--- src/rtl/irq_unit_pkg.sv ---
package irq_unit_pkg;
  localparam int NUM_SRC = 4;
  localparam int NUM_STICKY = 2;
  localparam int BIT_OVR = 0;
  localparam int BIT_TMO = 1;
  localparam int BIT_RX = 2;
  localparam int BIT_TX = 3;

  typedef enum logic [1:0] {
    SEL_MASK   = 2'd0,
    SEL_RAW    = 2'd1,
    SEL_MASKED = 2'd2,
    SEL_CLEAR  = 2'd3
  } regSel_e;

  typedef struct packed {
    logic                maskWr;
    logic                clrWr;
    logic [NUM_SRC-1:0]  wrData;
    regSel_e             rdSel;
  } ctrlStrobes_t;
endpackage

--- src/rtl/irq_ctrl.sv ---
module irq_ctrl
  import irq_unit_pkg::*;
(
  input  logic               regWrEn,
  input  logic [1:0]         regAddr,
  input  logic [NUM_SRC-1:0] regWrData,
  output ctrlStrobes_t       strobes
);
  regSel_e sel;

  always_comb begin
    sel = regSel_e'(regAddr);
    strobes.rdSel  = sel;
    strobes.wrData = regWrData;
    strobes.maskWr = regWrEn && (sel == SEL_MASK);
    strobes.clrWr  = regWrEn && (sel == SEL_CLEAR);
  end
endmodule

--- src/rtl/irq_datapath.sv ---
module irq_datapath
  import irq_unit_pkg::*;
#(
  parameter int LVL_W     = 4,
  parameter int RX_THRESH = 4,
  parameter int TX_THRESH = 4
) (
  input  logic               clk,
  input  logic               rstN,
  input  ctrlStrobes_t       strobes,
  input  logic [LVL_W-1:0]   rxLevel,
  input  logic [LVL_W-1:0]   txLevel,
  input  logic               overrunPulse,
  input  logic               timeoutPulse,
  output logic [NUM_SRC-1:0] rawStat,
  output logic [NUM_SRC-1:0] maskQ,
  output logic [NUM_SRC-1:0] regRdData,
  output logic               irqOut
);
  localparam logic [LVL_W-1:0] RX_LIM = LVL_W'(RX_THRESH);
  localparam logic [LVL_W-1:0] TX_LIM = LVL_W'(TX_THRESH);

  logic [NUM_STICKY-1:0] eventIn;
  logic [NUM_STICKY-1:0] stickyQ;
  logic                  rxHigh;
  logic                  txLow;

  assign eventIn[BIT_OVR] = overrunPulse;
  assign eventIn[BIT_TMO] = timeoutPulse;

  genvar g;
  generate
    for (g = 0; g < NUM_STICKY; g++) begin : g_sticky
      always_ff @(posedge clk) begin
        if (!rstN) begin
          stickyQ[g] <= 1'b0;
        end else if (eventIn[g]) begin
          stickyQ[g] <= 1'b1;
        end else if (strobes.clrWr && strobes.wrData[g]) begin
          stickyQ[g] <= 1'b0;
        end
      end
    end
  endgenerate

  assign rxHigh = (rxLevel >= RX_LIM);
  assign txLow  = (txLevel <= TX_LIM);

  always_comb begin
    rawStat = '0;
    rawStat[NUM_STICKY-1:0] = stickyQ;
    rawStat[BIT_RX] = rxHigh;
    rawStat[BIT_TX] = txLow;
  end

  always_ff @(posedge clk) begin
    if (!rstN) begin
      maskQ  <= '0;
      irqOut <= 1'b0;
    end else begin
      if (strobes.maskWr) maskQ <= strobes.wrData;
      irqOut <= |(rawStat & maskQ);
    end
  end

  always_comb begin
    case (strobes.rdSel)
      SEL_MASK:   regRdData = maskQ;
      SEL_RAW:    regRdData = rawStat;
      SEL_MASKED: regRdData = maskQ & rawStat;
      default:    regRdData = '0;
    endcase
  end
endmodule

--- src/rtl/spi_irq_unit.sv ---
module spi_irq_unit
  import irq_unit_pkg::*;
#(
  parameter int FIFO_DEPTH = 8,
  parameter int RX_THRESH  = 4,
  parameter int TX_THRESH  = 4,
  parameter int LVL_W      = $clog2(FIFO_DEPTH + 1)
) (
  input  logic             clk,
  input  logic             rstN,
  input  logic [LVL_W-1:0] rxLevel,
  input  logic [LVL_W-1:0] txLevel,
  input  logic             overrunPulse,
  input  logic             timeoutPulse,
  input  logic             regWrEn,
  input  logic [1:0]       regAddr,
  input  logic [3:0]       regWrData,
  output logic [3:0]       regRdData,
  output logic             irqOut
);
  ctrlStrobes_t       strobes;
  logic [NUM_SRC-1:0] rawStat;
  logic [NUM_SRC-1:0] maskQ;

  irq_ctrl i_ctrl (
    .regWrEn  (regWrEn),
    .regAddr  (regAddr),
    .regWrData(regWrData),
    .strobes  (strobes)
  );

  irq_datapath #(
    .LVL_W    (LVL_W),
    .RX_THRESH(RX_THRESH),
    .TX_THRESH(TX_THRESH)
  ) i_datapath (
    .clk         (clk),
    .rstN        (rstN),
    .strobes     (strobes),
    .rxLevel     (rxLevel),
    .txLevel     (txLevel),
    .overrunPulse(overrunPulse),
    .timeoutPulse(timeoutPulse),
    .rawStat     (rawStat),
    .maskQ       (maskQ),
    .regRdData   (regRdData),
    .irqOut      (irqOut)
  );
endmodule

--- config.mk ---
export PLATFORM = sky130hd
export DESIGN_NAME = spi_irq_unit
export DESIGN_NICKNAME = d
export VERILOG_FILES = /design/src/rtl/irq_unit_pkg.sv /design/src/rtl/irq_ctrl.sv /design/src/rtl/irq_datapath.sv /design/src/rtl/spi_irq_unit.sv
export SDC_FILE = /design/constraint.sdc
export NUM_CORES = 1
export LEC_CHECK = 0
export ABC_AREA = 1
export ABC_CLOCK_PERIOD_IN_PS = 1700
export BUFFER_PORTS_ARGS = -buffer_cell sky130_fd_sc_hd__buf_2
export CORE_AREA = 2 2 39 41
export CTS_CLUSTER_DIAMETER = 50
export DETAILED_ROUTE_END_ITERATION = 10
export DIE_AREA = 0 0 41 43
export HOLD_SLACK_MARGIN = 0.12
export SLEW_MARGIN = 20
export SYNTH_ARGS = -nofsm -noshare
export SYNTH_HDL_FRONTEND = slang
export SYNTH_HIERARCHICAL = 1
export SYNTH_SLANG_ARGS = --single-unit
export TNS_END_PERCENT = 1
--- constraint.sdc ---
create_clock -name clk -period 1.7 [get_ports clk]
set_clock_uncertainty 0.1 [all_clocks]
set_input_delay 0 -clock clk [delete_from_list [all_inputs] [get_ports clk]]
set_output_delay 0 -clock clk [all_outputs]
set_load 0.1 [all_outputs]
==> results.py <==
metrics = {
    "floorplanning": {
        "fp.coreArea_mm2": 0.00138,
        "start_util": 0.306,
        "die_h_um": 43,
        "num_rows": 14,
        "dieArea_mm2": 0.00176,
        "ios": 24,
        "die_x_um": 41,
    },
    "clock_network": {
        "numCtsBuffers": 3,
        "clock_latency_ns": 0.25,
        "clkTransAtPathRegs_ns": 0.05,
        "cts_resized": 0,
        "tritoncts": "yes",
        "cts.path.max_buffers": 2,
        "cts-htree-levels": 1,
        "cts.sinks": 7,
        "cts_root_buffer": "clkbuf_4",
        "postCtsHoldBufs": 17,
        "postCtsSetupBuffers": 0,
    },
    "setup_path": {
        "cp.buffers_inverters": 3,
        "critPathTopFamily": "buffers and inverters",
        "crit_arrival_ns": 1.54,
        "cp-start-kind": "primary input",
        "critPathKind": "primary input to flop",
        "critPathMaxFanout": 3,
        "crit_path_end_kind": "flop",
        "critPathMaxStageDelay_ns": 0.57,
        "worstPathRequired_ns": 1.74,
        "cp_cell_sequence": "dlygate4sd3_1 -> buf_2 -> nor2_2 -> dlygate4sd3_1 -> nor2_1 -> nor2_1 -> a21oi_1",
        "slowest_stage": "dlygate4sd3_1",
    },
    "power": {
        "power_density_mw_per_mm2": 687,
        "p_leak_nw": 0.381,
        "peakVddDrop_uv": 577,
    },
    "layout": {
        "design_area_um2": 706,
        "syn_to_final_growth_pct": 66.9,
        "drive_above_1_share": 0.257,
        "nets": 125,
        "antennaDiodeCount": 0,
        "regArea_um2": 140,
        "multiInputGateArea_um2": 203,
        "fin_cells": 121,
        "fill_cells": 140,
        "post-route-util": 0.510,
    },
    "place": {
        "io_buffers": 21,
        "dpl.hpwl_um": 713,
        "dp.cells": 100,
        "postPlaceCellArea_um2": 509,
        "place_congestion": 0.692,
    },
    "yosys": {
        "synth_nets": 88,
        "synth.avg_cell_area_um2": 6.13,
        "syn_area_um2": 423,
        "syn_inst": 69,
        "yosysWarnings": 6,
    },
    "global_routing": {
        "grt_overflow": 0,
        "grt_antenna_before_repair": 0,
        "grt_pass1_vias": 460,
        "grt_usage": 0.139,
        "grt_first_pass_wirelength_um": 1660,
        "grt_max_degree": 6,
    },
    "routing": {
        "wl_per_cell_um": 8.75,
        "drc": 0,
        "first_pass_iters": 4,
        "via_per_inst": 4.17,
        "ant_nets": 0,
        "routed_wl_um": 1060,
        "vias": 504,
        "first_iter_violations": 6,
    },
    "sta": {
        "period_minus_slack_ns": 1.51,
        "rsz0062_at_grt": "no",
        "report.final.slew_viol_count": 0,
        "worst_pin_slew_ns": 0.484,
        "maxSlewHeadroom": 0.679,
        "hold_viol_final": 0,
        "holdWs_ns": 0.378,
        "finalSetupViolations": 0,
        "fin_setup_tns_ns": 0,
        "fmax_mhz": 664,
        "period_share": 0.886,
    },
    "outcome": {
        "run_status": "finished clean",
    },
    "min_path": {
        "min_path_type": "flop to flop",
    },
    "job": {
        "maxCapViolations": 0,
    },
}
## through the flow
step	power [mW]	setup WS, ns
after detailed placement	0.307	0.592
final	0.485	0.194
after floorplan	0.283	0.320
after global routing	0.512	0.138
after global placement	0.306	0.586
after CTS	0.488	0.197
## report_power, final
group	internal [mW]	total, mW	switching [mW]
sequential	0.174	0.180	0.00624
combinational	0.0591	0.154	0.0945
clock	0.0896	0.151	0.0614
total	0.323	0.485	0.162
## final timing paths
path | slack, ns | endpoint | from | cells after the start
max | 0.19 | i_datapath/irqOut$_SDFF_PN0_ | rxLevel[3] | 7
min | 0.38 | i_datapath/maskQ[2]$_SDFFE_PN0P_ | i_datapath/maskQ[2]$_SDFFE_PN0P_ | 2
max reg2reg | 0.39 | i_datapath/maskQ[3]$_SDFFE_PN0P_ | i_datapath/maskQ[3]$_SDFFE_PN0P_ | 3
min reg2reg | 0.38 | i_datapath/maskQ[2]$_SDFFE_PN0P_ | i_datapath/maskQ[2]$_SDFFE_PN0P_ | 2
## cell usage in the layout, fill, tap and decap left out, drive strengths merged
master and n:
nand3 1, o21ai 7, nand2 16, a21oi 4, dfxtp 7, o22ai 1, inv 11, clkbuf 4
nor2 15, a21boi 1, buf 21, dlygate4sd3 17
## layer usage
metal / GRT usage / vias to the layer above / wire [um]
li1: - / 277 / -
met1: 0.160 / 204 / 441
met2: 0.216 / 21 / 504
met3: 0.0471 / 2 / 95
met4: 0.0733 / 0 / 18
met5: 0 / - / 0
## registers in the layout, indices dropped and copies added, names as in the netlist
register and flops:
i_datapath/irqOut 1, i_datapath/maskQ 4, i_datapath/rawStat 2
## tightest hold or removal path, stage by stage, from the launching register on
cell and delay (ns):
dfxtp_1 0.31, inv_1 0.07, a21oi_1 0.06
## layout make-up
class	instances	share of cell area
well taps	16	0.0284
flip-flops and latches	7	0.199
multi-input cells	45	0.287
inverters	11	0.0585
repair buffers	38	0.390
clock buffers	4	0.0372
Note: power is estimated with default switching activity, not from simulation.
